**src/rtl/tdm_pkg.sv**
```systemverilog
package tdm_pkg;

    // Width of the reported delay; the count saturates at 2**DLY_W - 1.
    localparam int DLY_W = 7;

    typedef enum logic {
        ST_IDLE = 1'b0,
        ST_RUN  = 1'b1
    } meas_state_e;

    // One-hot command issued by the control unit each cycle.
    typedef struct packed {
        logic start;   // clear counter, enter counting
        logic step;    // advance counter by one quantum
        logic finish;  // capture candidate count as result
        logic abort;   // drop measurement without result
    } meas_cmd_t;

    localparam meas_cmd_t CMD_NONE = '{start: 1'b0, step: 1'b0, finish: 1'b0, abort: 1'b0};

    // Stop decision: a dominant sample past the filter bound, or saturation.
    function automatic logic stop_hit(input logic rx_low,
                                      input logic past_filter,
                                      input logic saturated);
        return (rx_low && past_filter) || saturated;
    endfunction

    // A strobe may start a run only when enabled and not in init.
    function automatic logic start_ok(input logic stb,
                                      input logic en,
                                      input logic init);
        return stb && en && !init;
    endfunction

endpackage

```
**src/rtl/tdm_counter.sv**
```systemverilog
module tdm_counter
    import tdm_pkg::*;
#(
    parameter int W = DLY_W
) (
    input  logic         clk,
    input  logic         rst,
    input  logic         clr_i,
    input  logic         inc_i,
    output logic [W-1:0] cand_o,
    output logic         sat_o
);
    localparam logic [W-1:0] CNT_MAX = {W{1'b1}};
    localparam logic [W-1:0] CNT_ONE = {{(W-1){1'b0}}, 1'b1};

    logic [W-1:0] cnt_q;

    // Candidate is the count that the current edge would represent.
    always_comb begin
        if (cnt_q == CNT_MAX) begin
            cand_o = CNT_MAX;
        end else begin
            cand_o = cnt_q + CNT_ONE;
        end
        sat_o = (cand_o == CNT_MAX);
    end

    always_ff @(posedge clk) begin
        if (rst) begin
            cnt_q <= '0;
        end else if (clr_i) begin
            cnt_q <= '0;
        end else if (inc_i) begin
            cnt_q <= cand_o;
        end
    end

endmodule

```
**src/rtl/tdm_ctrl.sv**
```systemverilog
module tdm_ctrl
    import tdm_pkg::*;
#(
    parameter int W = DLY_W
) (
    input  logic         clk,
    input  logic         rst,
    input  logic         init_i,
    input  logic         en_i,
    input  logic         stb_i,
    input  logic         rx_i,
    input  logic [W-1:0] filt_min_i,
    input  logic [W-1:0] cand_i,
    input  logic         sat_i,
    output meas_cmd_t    cmd_o
);
    meas_state_e state_q, state_d;
    logic        rx_low;
    logic        past_filt;

    assign rx_low    = !rx_i;
    assign past_filt = (cand_i >= filt_min_i);

    always_comb begin
        cmd_o   = CMD_NONE;
        state_d = state_q;
        unique case (state_q)
            ST_IDLE: begin
                if (start_ok(stb_i, en_i, init_i)) begin
                    cmd_o.start = 1'b1;
                    state_d     = ST_RUN;
                end
            end
            ST_RUN: begin
                // Strobes are not looked at here.
                if (init_i || !en_i) begin
                    cmd_o.abort = 1'b1;
                    state_d     = ST_IDLE;
                end else if (stop_hit(rx_low, past_filt, sat_i)) begin
                    cmd_o.finish = 1'b1;
                    state_d      = ST_IDLE;
                end else begin
                    cmd_o.step = 1'b1;
                end
            end
            default: begin
                state_d = ST_IDLE;
            end
        endcase
    end

    always_ff @(posedge clk) begin
        if (rst) begin
            state_q <= ST_IDLE;
        end else begin
            state_q <= state_d;
        end
    end

endmodule

```
**src/rtl/tdm_result.sv**
```systemverilog
module tdm_result
    import tdm_pkg::*;
#(
    parameter int W = DLY_W
) (
    input  logic         clk,
    input  logic         rst,
    input  logic         init_i,
    input  logic         load_i,
    input  logic [W-1:0] val_i,
    output logic [W-1:0] dly_o,
    output logic         vld_o
);
    always_ff @(posedge clk) begin
        if (rst || init_i) begin
            dly_o <= '0;
            vld_o <= 1'b0;
        end else if (load_i) begin
            dly_o <= val_i;
            vld_o <= 1'b1;
        end else begin
            vld_o <= 1'b0;
        end
    end

endmodule

```
**src/rtl/tdm_meas_top.sv**
```systemverilog
module tdm_meas_top
    import tdm_pkg::*;
#(
    parameter int W = DLY_W
) (
    input  logic         clk,
    input  logic         rst,
    input  logic         init_i,
    input  logic         comp_en_i,
    input  logic         edge_stb_i,
    input  logic         rx_i,
    input  logic [W-1:0] filt_min_i,
    output logic [W-1:0] dly_o,
    output logic         dly_vld_o
);
    meas_cmd_t    cmd;
    logic [W-1:0] cand;
    logic         sat;

    tdm_ctrl #(.W(W)) u_ctrl (
        .clk        (clk),
        .rst        (rst),
        .init_i     (init_i),
        .en_i       (comp_en_i),
        .stb_i      (edge_stb_i),
        .rx_i       (rx_i),
        .filt_min_i (filt_min_i),
        .cand_i     (cand),
        .sat_i      (sat),
        .cmd_o      (cmd)
    );

    tdm_counter #(.W(W)) u_cnt (
        .clk    (clk),
        .rst    (rst),
        .clr_i  (cmd.start),
        .inc_i  (cmd.step),
        .cand_o (cand),
        .sat_o  (sat)
    );

    tdm_result #(.W(W)) u_res (
        .clk    (clk),
        .rst    (rst),
        .init_i (init_i),
        .load_i (cmd.finish),
        .val_i  (cand),
        .dly_o  (dly_o),
        .vld_o  (dly_vld_o)
    );

endmodule

```
**config.mk**
```make
export PLATFORM = sky130hd
export DESIGN_NAME = tdm_meas_top
export DESIGN_NICKNAME = d
export VERILOG_FILES = /design/src/rtl/tdm_pkg.sv /design/src/rtl/tdm_counter.sv /design/src/rtl/tdm_ctrl.sv /design/src/rtl/tdm_result.sv /design/src/rtl/tdm_meas_top.sv
export SDC_FILE = /design/constraint.sdc
export NUM_CORES = 1
export LEC_CHECK = 0
export ABC_CLOCK_PERIOD_IN_PS = 3200
export CAP_MARGIN = 20
export CORE_MARGIN = 10
export CORE_UTILIZATION = 43
export CTS_BUF_LIST = sky130_fd_sc_hd__clkbuf_8
export DETAILED_ROUTE_END_ITERATION = 6
export PLACE_DENSITY = 0.68
export SLEW_MARGIN = 25
export SYNTH_ARGS = -nofsm -noshare
export SYNTH_HDL_FRONTEND = slang
export SYNTH_HIERARCHICAL = 1
export SYNTH_SLANG_ARGS = --single-unit
```
**constraint.sdc**
```tcl
create_clock -name clk -period 3.2 [get_ports clk]
set_clock_uncertainty 0.05 [all_clocks]
set_input_delay 0.32 -clock clk [delete_from_list [all_inputs] [get_ports clk]]
set_output_delay 0.32 -clock clk [all_outputs]
set_load 0.01 [all_outputs]
```
==> flow_metrics.env <==
export IMPL_p_sw_uw=82.7
export IMPL_setup_ws_ns=0.192
export IMPL_vias=908
export IMPL_io_pins=21
export IMPL_syn_nets=140
export IMPL_cts_buffers=3
export IMPL_syn2layout_area_growth_pct=26.8
export IMPL_core_area_um2=2250
export IMPL_start_util_pct=45.9
export IMPL_slew_violations=0
export IMPL_syn_avg_cell_area_um2=8.71
export IMPL_cp_arrival_ns=3.10
export IMPL_row_count=17
export IMPL_placed_cell_area_um2=1270
export IMPL_cp_max_fo=7
export IMPL_dieHeight_um=69.1
export IMPL_status="finished clean"
export IMPL_first_iter_violations=40
export IMPL_ys_warn_count=6
export IMPL_hp_class="register to register"
export IMPL_clk_latency_ns=0.25
export IMPL_cts_sinks=16
export IMPL_ant_nets=0
export IMPL_netSwitchingFraction_pct=21.5
export IMPL_grt_pass1_vias=882
export IMPL_intPower_uw=303
export IMPL_critPathKind="register to register"
export IMPL_setup_violations=0
export IMPL_cts_tree="yes"
export IMPL_slowest_delay_ns=0.43
export IMPL_drt_total_wl_mm=2.39
export IMPL_root_buffer="clkbuf_8"
export IMPL_relSlewSlack_pct=73.7
export IMPL_max_freq_mhz=332
export IMPL_rsz0062_at_grt="no"
export IMPL_die_w_um=69.1
export IMPL_io_buffers=20
export IMPL_track_usage_pct=9.75
export IMPL_critPathSlowestCell="a2111oi_2"
export IMPL_period_needed_ns=3.01
export IMPL_power_clock_fraction_pct=39.5
export IMPL_firstDrtPassIters=4
export IMPL_worst_ir_drop_vdd_v=0.000220
export IMPL_seq_power_share_pct=52.0
export IMPL_hpwl_mm=1.94
export IMPL_hold_viol_final=0
export IMPL_path_delay_family="simple AND/OR/NAND/NOR gates"
export IMPL_grt_ovfl_total=0
export IMPL_synth_area_um2=1040
export IMPL_crit_path_frequent_cell="nand3_1"
export IMPL_finalSetupTns_ns=0
export IMPL_antenna_found_initial=0
export IMPL_p_per_area_nw_per_um2=293
export IMPL_tightest_slew_ns=0.394
export IMPL_diodes=0
export IMPL_finalCritPeriodShare_pct=94.0
export IMPL_crit_buf_inv=1
export IMPL_critPathLaunchType="register"
export IMPL_cp_required_ns=3.29
export IMPL_cp_cell_sequence="buf_4, nand3_1, or3_1, nand3_1, ha_1, a21oi_1, nor2_1, a2111oi_2, and4b_2, nand3_1, o311a_1"
export IMPL_maxCapViolCount=0
export IMPL_viasPerCell=5.34
export IMPL_grt_pass1_wl_mm=3.97
export IMPL_combinationalPowerShare_pct=8.4
export IMPL_htree_levels=1
export IMPL_avgRoutedWirePerCell_um=14.0
export IMPL_drive_gt1_share_pct=14.8
export IMPL_place_ws_ns=0.0932
export IMPL_p_leak_nw=0.578
export IMPL_endpoint_kind="register"
export IMPL_grt_max_degree=11
export IMPL_drc=0
export IMPL_synthCells=119
export IMPL_layout_nets=165
export IMPL_dieArea_um2=4770
export IMPL_hold_worst_slack_ns=0.441
export IMPL_gp_congestion=0.867
export IMPL_clkTransAtPathRegs_ns=0.07
export IMPL_postLayoutCellArea_um2=1310
export IMPL_cts_buffer_depth=2
## worst min-delay path, stage by stage, from the launching register on
cell and delay (ns):
dfxtp_1 0.32, mux2i_1 0.06, nor2_1 0.07
## power by group through the flow
stage          sequential, mW  clock, mW  combinational, mW
2_1_floorplan           0.205          0             0.0148
3_3_place_gp            0.205          0             0.0320
3_5_place_dp            0.205          0             0.0327
4_1_cts                 0.200      0.162             0.0328
5_1_grt                 0.200      0.168             0.0360
6_report                0.200      0.152             0.0325
## per-layer routing
layer  share of wire (%)  global-route usage, %  vias to the layer above  wire length, um
li1                    -                      -                      467                -
met1                  45                   10.9                      412             1080
met2                  48                   15.8                       23             1140
met3                 5.3                   3.14                        6              127
met4                 1.6                   5.54                        0               38
met5                   0                      0                        -                0
## final cells by class
class / count / area, um2
inverter: 9 / 33.8
multi-input combinational: 88 / 636
tap: 28 / 35.0
timing repair buffer: 26 / 245
clock buffer: 3 / 41.3
sequential: 16 / 323
fill: 219 / 941
## metrics by stage
stage,total power [mW],instances,utilization [%]
after floorplan,0.220,119,-
after global placement,0.237,167,56.3
after detailed placement,0.238,167,56.3
after CTS,0.395,170,58.1
after global routing,0.404,170,58.3
final,0.385,170,58.3
## worst paths after layout
check                   endpoint  slack, ns      startpoint  depth (start not counted)
hold / removal    u_res/dly_o[0]       0.44  u_res/dly_o[0]                          2
setup reg to reg  u_cnt/cnt_q[5]       0.19  u_cnt/cnt_q[0]                         11
setup / recovery  u_cnt/cnt_q[5]       0.19  u_cnt/cnt_q[0]                         11
hold reg to reg   u_res/dly_o[0]       0.44  u_res/dly_o[0]                          2
## flip-flops by register name (all words and copies together) (netlist names)
| name | cells |
|---|---|
| u_ctrl/state_q | 1 |
| u_res/dly_o | 7 |
| u_cnt/cnt_q | 7 |
| u_res/vld_o | 1 |
## what timing repair did
action	4_1_cts	5_1_grt
setup buffers	0	0
hold buffers	0	0
endpoints found under the setup margin	0	5
resized for setup	0	3
## cell usage in the layout (no fill, tap or decap), types with 3 or more instances in the layout
| master | instances |
|---|---|
| clkdlybuf4s50_1 | 20 |
| nor2_1 | 14 |
| dfxtp_1 | 14 |
| inv_1 | 9 |
| nand2_1 | 8 |
| mux2i_1 | 8 |
| ha_1 | 8 |
| nand3_1 | 6 |
| buf_4 | 6 |
| o21ai_0 | 4 |
| clkbuf_8 | 3 |
| nand4_1 | 3 |
| a21oi_1 | 3 |
| a31oi_1 | 3 |
| nor3_1 | 3 |
| nand2b_1 | 3 |
(Power assumes the default switching activity.)
